## src/rtl/phstep_pkg.sv

```systemverilog
// Shared types and elaboration helpers for the phase-step sequencer.
// Assumes all frequency and time arguments are positive integers.
package phstep_pkg;

    typedef enum logic [2:0] {
        ST_IDLE,
        ST_SETUP,
        ST_HIGH,
        ST_GAP,
        ST_DONE
    } phstep_state_t;

    // Integer division rounded toward positive infinity.
    function automatic int ceil_div(input int num, input int den);
        return (num + den - 1) / den;
    endfunction

    // Clamp a cycle count so that it is never below one.
    function automatic int at_least_one(input int v);
        return (v < 1) ? 1 : v;
    endfunction

endpackage

```

## src/rtl/phstep_timer.sv

```systemverilog
// Down-counting interval timer. It loads a value and counts down to zero,
// then holds at zero. zero is high while the count is zero.
// Assumes load_val already includes the minus-one for an N-cycle interval.
module phstep_timer #(
    parameter int TMR_W = 4
) (
    input  logic             clk,
    input  logic             rst_n,
    input  logic             load,
    input  logic [TMR_W-1:0] load_val,
    output logic             zero
);
    logic [TMR_W-1:0] count_q;

    // Load on request, otherwise count down and saturate at zero.
    always_ff @(posedge clk) begin
        if (!rst_n)
            count_q <= '0;
        else if (load)
            count_q <= load_val;
        else if (count_q != '0)
            count_q <= count_q - 1'b1;
    end

    assign zero = (count_q == '0);
endmodule

```

## src/rtl/phstep_stepcnt.sv

```systemverilog
// Counter for the remaining phase steps. It loads the requested count and
// decrements once per finished pulse. last is high when one step is left.
// Assumes dec is only raised while at least one step remains.
module phstep_stepcnt #(
    parameter int STEP_W = 8
) (
    input  logic              clk,
    input  logic              rst_n,
    input  logic              load,
    input  logic [STEP_W-1:0] load_val,
    input  logic              dec,
    output logic              last
);
    logic [STEP_W-1:0] left_q;

    // Hold the number of pulses still to be issued.
    always_ff @(posedge clk) begin
        if (!rst_n)
            left_q <= '0;
        else if (load)
            left_q <= load_val;
        else if (dec)
            left_q <= left_q - 1'b1;
    end

    assign last = (left_q == STEP_W'(1));
endmodule

```

## src/rtl/phase_step_seq.sv

```systemverilog
// Phase-step sequencer top. It accepts one request when idle, latches the
// select and direction, waits a setup window, then issues the requested
// number of step pulses. Each pulse has a fixed high time and the same low
// gap between pulses, and a one-cycle done pulse ends the job.
// Assumes the PLL samples select/direction at each pulse's falling edge.
module phase_step_seq
    import phstep_pkg::*;
#(
    parameter int CLK_MHZ   = 250,
    parameter int VCO_MHZ   = 800,
    parameter int SETUP_NS  = 5,
    parameter int PULSE_VCO = 4,
    parameter int STEP_W    = 8
) (
    input  logic              clk,
    input  logic              rst_n,
    input  logic              req_valid,
    input  logic [1:0]        req_sel,
    input  logic              req_dir,
    input  logic [STEP_W-1:0] req_steps,
    output logic              busy,
    output logic              done,
    output logic [1:0]        ps_sel,
    output logic              ps_dir,
    output logic              ps_step
);
    localparam int SETUP_CYC = at_least_one(ceil_div(SETUP_NS * CLK_MHZ, 1000));
    localparam int PULSE_CYC = at_least_one(ceil_div(PULSE_VCO * CLK_MHZ, VCO_MHZ));
    localparam int MAX_CYC   = (SETUP_CYC > PULSE_CYC) ? SETUP_CYC : PULSE_CYC;
    localparam int TMR_W     = (MAX_CYC < 2) ? 1 : $clog2(MAX_CYC);
    localparam logic [TMR_W-1:0] SETUP_LD = TMR_W'(SETUP_CYC - 1);
    localparam logic [TMR_W-1:0] PULSE_LD = TMR_W'(PULSE_CYC - 1);

    phstep_state_t    state_q, state_d;
    logic             tmr_load, tmr_zero;
    logic [TMR_W-1:0] tmr_val;
    logic             cnt_load, cnt_dec, cnt_last;
    logic             accept;

    assign accept = (state_q == ST_IDLE) && req_valid;

    phstep_timer #(.TMR_W(TMR_W)) u_timer (
        .clk      (clk),
        .rst_n    (rst_n),
        .load     (tmr_load),
        .load_val (tmr_val),
        .zero     (tmr_zero)
    );

    phstep_stepcnt #(.STEP_W(STEP_W)) u_stepcnt (
        .clk      (clk),
        .rst_n    (rst_n),
        .load     (cnt_load),
        .load_val (req_steps),
        .dec      (cnt_dec),
        .last     (cnt_last)
    );

    // Next-state and timer/counter control.
    always_comb begin
        state_d  = state_q;
        tmr_load = 1'b0;
        tmr_val  = PULSE_LD;
        cnt_load = 1'b0;
        cnt_dec  = 1'b0;
        unique case (state_q)
            ST_IDLE: begin
                if (req_valid) begin
                    cnt_load = 1'b1;
                    if (req_steps == '0) begin
                        state_d = ST_DONE;
                    end else begin
                        state_d  = ST_SETUP;
                        tmr_load = 1'b1;
                        tmr_val  = SETUP_LD;
                    end
                end
            end
            ST_SETUP: begin
                if (tmr_zero) begin
                    state_d  = ST_HIGH;
                    tmr_load = 1'b1;
                end
            end
            ST_HIGH: begin
                if (tmr_zero) begin
                    cnt_dec = 1'b1;
                    if (cnt_last) begin
                        state_d = ST_DONE;
                    end else begin
                        state_d  = ST_GAP;
                        tmr_load = 1'b1;
                    end
                end
            end
            ST_GAP: begin
                if (tmr_zero) begin
                    state_d  = ST_HIGH;
                    tmr_load = 1'b1;
                end
            end
            ST_DONE: state_d = ST_IDLE;
            default: state_d = ST_IDLE;
        endcase
    end

    // State register.
    always_ff @(posedge clk) begin
        if (!rst_n)
            state_q <= ST_IDLE;
        else
            state_q <= state_d;
    end

    // Select and direction latched on acceptance, held until the next one.
    always_ff @(posedge clk) begin
        if (!rst_n) begin
            ps_sel <= 2'b00;
            ps_dir <= 1'b0;
        end else if (accept) begin
            ps_sel <= req_sel;
            ps_dir <= req_dir;
        end
    end

    assign busy    = (state_q != ST_IDLE);
    assign done    = (state_q == ST_DONE);
    assign ps_step = (state_q == ST_HIGH);


    sel_hold_chk: assert property (@(posedge clk) disable iff (!rst_n)
        (busy && $past(busy)) |-> ($stable(ps_sel) && $stable(ps_dir)));


    accept_chk: assert property (@(posedge clk) disable iff (!rst_n)
        (!busy && req_valid) |=> busy);


    done_single_chk: assert property (@(posedge clk) disable iff (!rst_n)
        done |=> (!done && !busy));


    pulse_after_busy_chk: assert property (@(posedge clk) disable iff (!rst_n)
        $rose(ps_step) |-> $past(busy));


    done_after_pulse_chk: assert property (@(posedge clk) disable iff (!rst_n)
        ($fell(ps_step) && !done) |-> busy);
endmodule

```

## config.mk

```make
export PLATFORM = sky130hd
export DESIGN_NAME = phase_step_seq
export DESIGN_NICKNAME = d
export VERILOG_FILES = /design/src/rtl/phstep_pkg.sv /design/src/rtl/phstep_timer.sv /design/src/rtl/phstep_stepcnt.sv /design/src/rtl/phase_step_seq.sv
export SDC_FILE = /design/constraint.sdc
export NUM_CORES = 1
export LEC_CHECK = 0
export BUFFER_PORTS_ARGS = -buffer_cell sky130_fd_sc_hd__buf_2
export CAP_MARGIN = 20
export CORE_MARGIN = 2
export CORE_UTILIZATION = 35
export DETAILED_ROUTE_END_ITERATION = 8
export PLACE_DENSITY = 0.67
export SYNTH_ARGS = -nofsm -noshare
export SYNTH_HDL_FRONTEND = slang
export SYNTH_SLANG_ARGS = --single-unit
```

## constraint.sdc

```tcl
create_clock -name clk -period 1.7 [get_ports clk]
set_clock_uncertainty 0.15 [all_clocks]
set_input_delay 0.17 -clock clk [delete_from_list [all_inputs] [get_ports clk]]
set_output_delay 0.17 -clock clk [all_outputs]
set_load 0.02 [all_outputs]
```

==> results.cfg, run 1 <==
[layout]
layout-drive-gt1-share_pct = 33.33
layout.nets = 149
final_cell_mix = 19 x buf_2, 13 x dfxtp_1, 10 x nand2_1, 10 x a21oi_1, 10 x buf_4
finish.utilization_pct = 50.89
area_growth_pct = 37.71
multi_input_area_um2 = 499.2
seq_area_um2 = 305.3
layout.cells.most_common = buf_2
stdcell_count = 160
n_antenna_cell = 0
fill_cells = 226

[sta]
worstMarginPinSlew_ns = 0.3924
rsz0062_at_grt = yes
hold_violations = 0
worst_slew_margin_rel_pct = 73.81
fmax_mhz = 609.5
drv_slew = 0
post-route-min-period_ns = 1.641
fin_crit_sh_pct = 96.51
setup_viol = 0
fin_setup_tns_ns = 0
whs_ns = 0.01974

[pwr]
p_leak_uw = 0.0004515
power_frac_comb_pct = 50.9
p_total_uw = 1650
switching_share_pct = 42.03
powerDensity_mw_per_mm2 = 1480
p_seq_share_pct = 36.5
p_clk_share_pct = 12.5
ir_drop_v = 0.0007242
p_sw_uw = 693.3
power.internal_uw = 956.4

[die]
start_util_pct = 36.95
fp.dieH_um = 52.09
die_x_um = 52.09
row_count = 17
io_pins = 20
core_area_mm2 = 0.002191
die-area_mm2 = 0.002713

[setup_path]
cp-start-kind = register
crit_fanout = 6
path_class = reg -> out
crit_chain = buf_4 > nor3_2 > inv_1 > buf_2
worstSetupEndpointType = output port
max_stage_delay_ns = 0.35
cp.required_ns = 1.38
critical_path_arrival_ns = 1.32
cp_slowest_cell = dfxtp_1

[yosys]
synthArstFlopShare_pct = 0
synth_ff_type = dfxtp_1
synth-seq-cells = 15
ys_seq_area_share_pct = 37.09
yosys_warnings = 0
synth_area_um2 = 809.5
synth_cell_types = 34
avgSynthCellArea_um2 = 8.346
synth_edf_count = 0
synth_fp_nets = 113
syn_inst = 97

[cts]
h-tree-depth = 1
clockBufferDepth = 2
clkTransAtPathRegs_ns = 0.09
cts-root-buf = clkbuf_4
tritoncts = yes
insertion_delay_ns = 0.29
clkSinkCount = 15
cts_buffers = 3

[detailed_routing]
routedWlPerCell_um = 13.25
vias = 884
vias_per_cell = 5.525
drt-initial-drc-count = 14
antenna_left = 0
finalWirelength_um = 2120
drc = 0
drtPass1Iterations = 4

[placement]
place.gp.congestion = 0.7876
io_buffers = 19
hpwl_um = 1536
place_inst = 149

[global_routing]
grt_pass1_wl_um = 3443
grt-ovfl-total = 0
grt_use_total_pct = 17.42
grt_pass1_vias = 770
grt_max_degree = 13
antenna_found_initial = 0

[run]
cap_violations = 0

[worst_hold_path]
min_path_type = in -> reg

[status]
status = completed
timing repair:
| action | 4_1_cts | 5_1_grt |
|---|---|---|
| buffers inserted | 0 | 1 |
| hold buffers | 6 | 0 |
| gates resized for setup | 0 | 6 |
| endpoints found under the hold margin | 6 | 0 |
| endpoints found under the setup margin | 0 | 7 |
through the flow:
stage	instance area, um^2	worst slack, ns
3_3_place_gp	999.7	0.05073
6_report	1115	0.05927
2_1_floorplan	814.5	0.08746
4_1_cts	1086	0.009023
5_1_grt	1115	-0.03370
3_5_place_dp	999.7	0.04689
power by group through the flow:
stage	sequential, uW	clock, uW	combinational (uW)
after floorplan	568	0	549
after detailed placement	598	0	805
after CTS	589	215	820
after global placement	588	0	804
final	603	206	840
after global routing	623	226	930
cells by family (layout without fill, tap and decap cells):
| kind of cell | after synthesis | count (layout) | synth area share, % |
|---|---|---|---|
| simple gates | 41 | 41 | 30.29 |
| fa+ha+maj | 2 | 2 | 3.091 |
| buf+inv | 9 | 44 | 4.636 |
| flops | 15 | 15 | 37.09 |
| compound gates | 30 | 30 | 24.89 |
critical path: cells and delay by family, from the launching register on:
family,cells,cell delay (ns)
flops,1,0.35
buf+inv,3,0.40
simple gates,1,0.29
worst paths after layout:
check / startpoint / to / slack (ns) / cells after the start
worst max-delay path: state_q[2]$_SDFFE_PN0P_ / busy / 0.06 / 4
worst min-delay path: req_steps[5] / u_stepcnt.left_q[5]$_SDFFE_PN0P_ / 0.02 / 3
worst max register to register: state_q[1]$_SDFFE_PN0P_ / state_q[0]$_SDFFE_PN0P_ / 0.08 / 5
worst min register to register: ps_sel[1]$_SDFFE_PN0P_ / ps_sel[1]$_SDFFE_PN0P_ / 0.31 / 2
per-layer routing:
| metal | GRT usage [%] | up-vias | share of wire, % |
|---|---|---|---|
| met1 | 23.10 | 424 | 46 |
| met3 | 4.023 | 4 | 4.2 |
| met2 | 25.95 | 17 | 48 |
| met4 | 9.211 | 0 | 1.3 |
| li1 | - | 439 | - |
| met5 | 0 | - | 0 |
cell type report:
class | count | share of cell area, %
clock buffer | 4 | 2.357
inverter | 5 | 1.684
multi-input combinational | 73 | 44.78
sequential | 15 | 27.38
tap | 28 | 3.143
timing repair buffer | 35 | 20.65
flip-flops by register name, summed over array words and instances, names as in the netlist:
signal	cells
state_q	3
ps_dir	1
u_timer.count_q	1
ps_sel	2
u_stepcnt.left_q	8
synth_stat cells (all sizes together), types with 3 or more instances:
library cell	instances	share of area (%)
inv	5	2.3
o311ai	3	3.2
buf	3	1.9
o21ai	3	1.9
a221oi	3	3.2
a21oi	11	6.8
nor2	8	3.7
nand2	11	5.4
nor3	4	3.7
dfxtp	15	37
nand3	4	2.5
Note: power is estimated with default switching activity, not from simulation.
==> inputs of run 2 (changes only) <==
Settings changed: SYNTH_HIERARCHICAL from default to 1.
==> run 2 against run 1 <==
  * The run now ends with setup timing left
  * Global-route usage is 1.8 points higher
  * First-iteration DRC count increased by 14%
  * Via count is 5.2% higher
  * Die area increased by 9.8%
  * Largest power group unchanged
==> results.cfg, run 2 <==
[status]
status = complete, but fails checks
violations = setup timing

[yosys]
synth_ff_type = dfxtp_1
synth_top_area_share_pct = 33.52
synth_fp_nets = 119
synth_edf_count = 0
synth-seq-cells = 15
yosys_warnings = 6
synthArstFlopShare_pct = 0
synthTopCellsByArea = dfxtp_1 34%, mux2i_1 4.5%, o21ai_0 4.5%
synth_top_cell_by_area = dfxtp_1
yosysMostFrequentCell = dfxtp_1
synth_top_cells_by_count = 15 x dfxtp_1, 8 x nand2_1, 8 x o21ai_0, 6 x inv_1
syn_inst = 103
synth_cell_types = 43
avgSynthCellArea_um2 = 8.698
ys_seq_area_share_pct = 33.52
synth_area_um2 = 895.9

[detailed_routing]
vias_per_cell = 5.376
vias = 930
antenna_left = 0
finalWirelength_um = 2380
drc = 0
drt-initial-drc-count = 16
drtPass1Iterations = 4
routedWlPerCell_um = 13.76

[worst_hold_path]
hp-start = req_steps[3]
min_path_type = in -> reg

[cts]
clkSinkCount = 15
clkTransAtPathRegs_ns = 0.10
cts_buffers = 3
cts-root-buf = clkbuf_4
tritoncts = yes
insertion_delay_ns = 0.29
clockBufferDepth = 2
h-tree-depth = 1

[layout]
stdcell_count = 173
final_cell_mix = 19 x buf_2, 15 x buf_4, 11 x dfxtp_1
area_growth_pct = 41.34
final_area_mm2 = 0.001266
fill_cells = 224
largest_reg_flops = 8
regMostFlops = u_stepcnt/left_q
layout.nets = 160
layout-drive-gt1-share_pct = 39.86
n_antenna_cell = 0
top_regs = u_stepcnt/left_q (8), state_q (3), ps_sel (2)
multi_input_area_um2 = 589.3
layout.cells.most_common = buf_2
seq_area_um2 = 307.8

[sta]
hold_violations = 0
fmax_mhz = 527.2
rsz0062_at_grt = yes
fin_crit_sh_pct = 111.6
drv_slew = 0
worst_slew_margin_rel_pct = 66.41
setup_viol = 5
finalWorstSetupSlack_ns = -0.1968
worstMarginPinSlew_ns = 0.4992
post-route-min-period_ns = 1.897

[setup_path]
path_class = reg -> reg
crit_start = u_stepcnt/left_q[2]$_SDFFE_PN0P_
worstSetupEndpointType = register
cp.required_ns = 1.72
crit_fanout = 3
rr_startpoint = u_stepcnt/left_q[2]$_SDFFE_PN0P_
cp-start-kind = register
critical_path_arrival_ns = 1.92

[global_routing]
grt_pass1_wl_um = 4029
grt_use_total_pct = 19.18
grt-ovfl-total = 0
grt_pass1_vias = 971
antenna_found_initial = 0
grt_max_degree = 16

[placement]
place_area_mm2 = 0.001156
io_buffers = 19
place_worst_setup_slack_ns = -0.1169
hpwl_um = 1679
place_inst = 163
place.gp.congestion = 0.7809

[pwr]
ir_drop_v = 0.0006515
p_leak_uw = 0.0005647
p_clk_share_pct = 14.2
powerDensity_mw_per_mm2 = 1171
switching_share_pct = 38.51
p_seq_share_pct = 33.4
p_sw_uw = 570.9
power_frac_comb_pct = 52.4
power.internal_uw = 911.4

[die]
die-area_mm2 = 0.002980
row_count = 18
core_area_mm2 = 0.002455
die_x_um = 54.59
io_pins = 20
fp.dieH_um = 54.59
start_util_pct = 36.49

[run]
cap_violations = 0
## run 2: changes by cell type after synthesis, sizes merged, moves of 4 or more
cell   before  now
nor2b       0    4
a21oi      11    2
mux2i       0    4
nor2        8    3
o21ai       3    8
and2        0    4
## run 2: cells by family after synthesis
family,Yosys count,share of synthesized area [%]
AOI/OAI and AO/OA,23,17.04
adders and majority gates,2,2.793
other,1,0.4186
buffers and inverters,11,6.423
muxes,4,4.469
and+or+nand+nor,44,32.40
DFF,15,33.52
xor gates and xnor gates,3,2.933
## run 2: power by group through the flow
stage,sequential [uW],combinational [uW],clock (uW)
after CTS,495,699,221
after detailed placement,500,682,0
final,495,777,211
after floorplan,505,470,0
after global routing,506,846,234
after global placement,496,661,0
## run 2: metal layers
metal | vias to the layer above | track usage, % | wire length (um)
li1 | 452 | - | -
met1 | 447 | 22.04 | 1002
met2 | 25 | 30.56 | 1216
met3 | 6 | 3.825 | 88
met4 | 0 | 15.42 | 73
met5 | - | 0 | 0
## run 2: repair_timing
action                                  4_1_cts  5_1_grt
hold buffers                                  4        0
setup buffers                                 0        2
endpoints found under the setup margin        8        9
gates resized for setup                       4        7
pin swaps                                     5        3
hold endpoints to repair                      4        0
## run 2: metrics by stage
stage / hold WS [ns] / total power (uW) / utilization (%) / TNS [ns]
finish: 0.04072 / 1482 / 51.58 / -0.6943
global route: 0.05450 / 1586 / 51.58 / -1.043
CTS: 0.02584 / 1415 / 50.15 / -0.3335
detailed placement: 0.2865 / 1182 / 47.09 / -0.2772
global placement: 0.2769 / 1157 / 47.09 / -0.1172
floorplan: 0.1482 / 975.5 / - / -0.3219
## run 2: critical path: stages (launching register included)
cell and delay (ns):
dfxtp_4 0.35, or4_4 0.57, nor4b_4 0.27, nor2b_1 0.11
buf_4 0.15, o21ai_2 0.12, a211oi_2 0.07
## run 2: layout make-up
type	instances	share of cell area [%]
Sequential cell	15	24.31
Clock buffer	3	1.779
Timing Repair Buffer	41	22.23
Multi-Input combinational cell	77	46.54
Inverter	6	1.779
Clock inverter	1	0.3953
Tap cell	30	2.964
## run 2: worst paths after layout
kind / endpoint / slack [ns] / cells past startpoint
max reg2reg: state_q[0]$_SDFFE_PN0P_ / -0.20 / 6
max: state_q[0]$_SDFFE_PN0P_ / -0.20 / 6
min: u_stepcnt/left_q[3]$_SDFFE_PN0P_ / 0.04 / 3
min reg2reg: ps_dir$_SDFFE_PN0P_ / 0.37 / 2
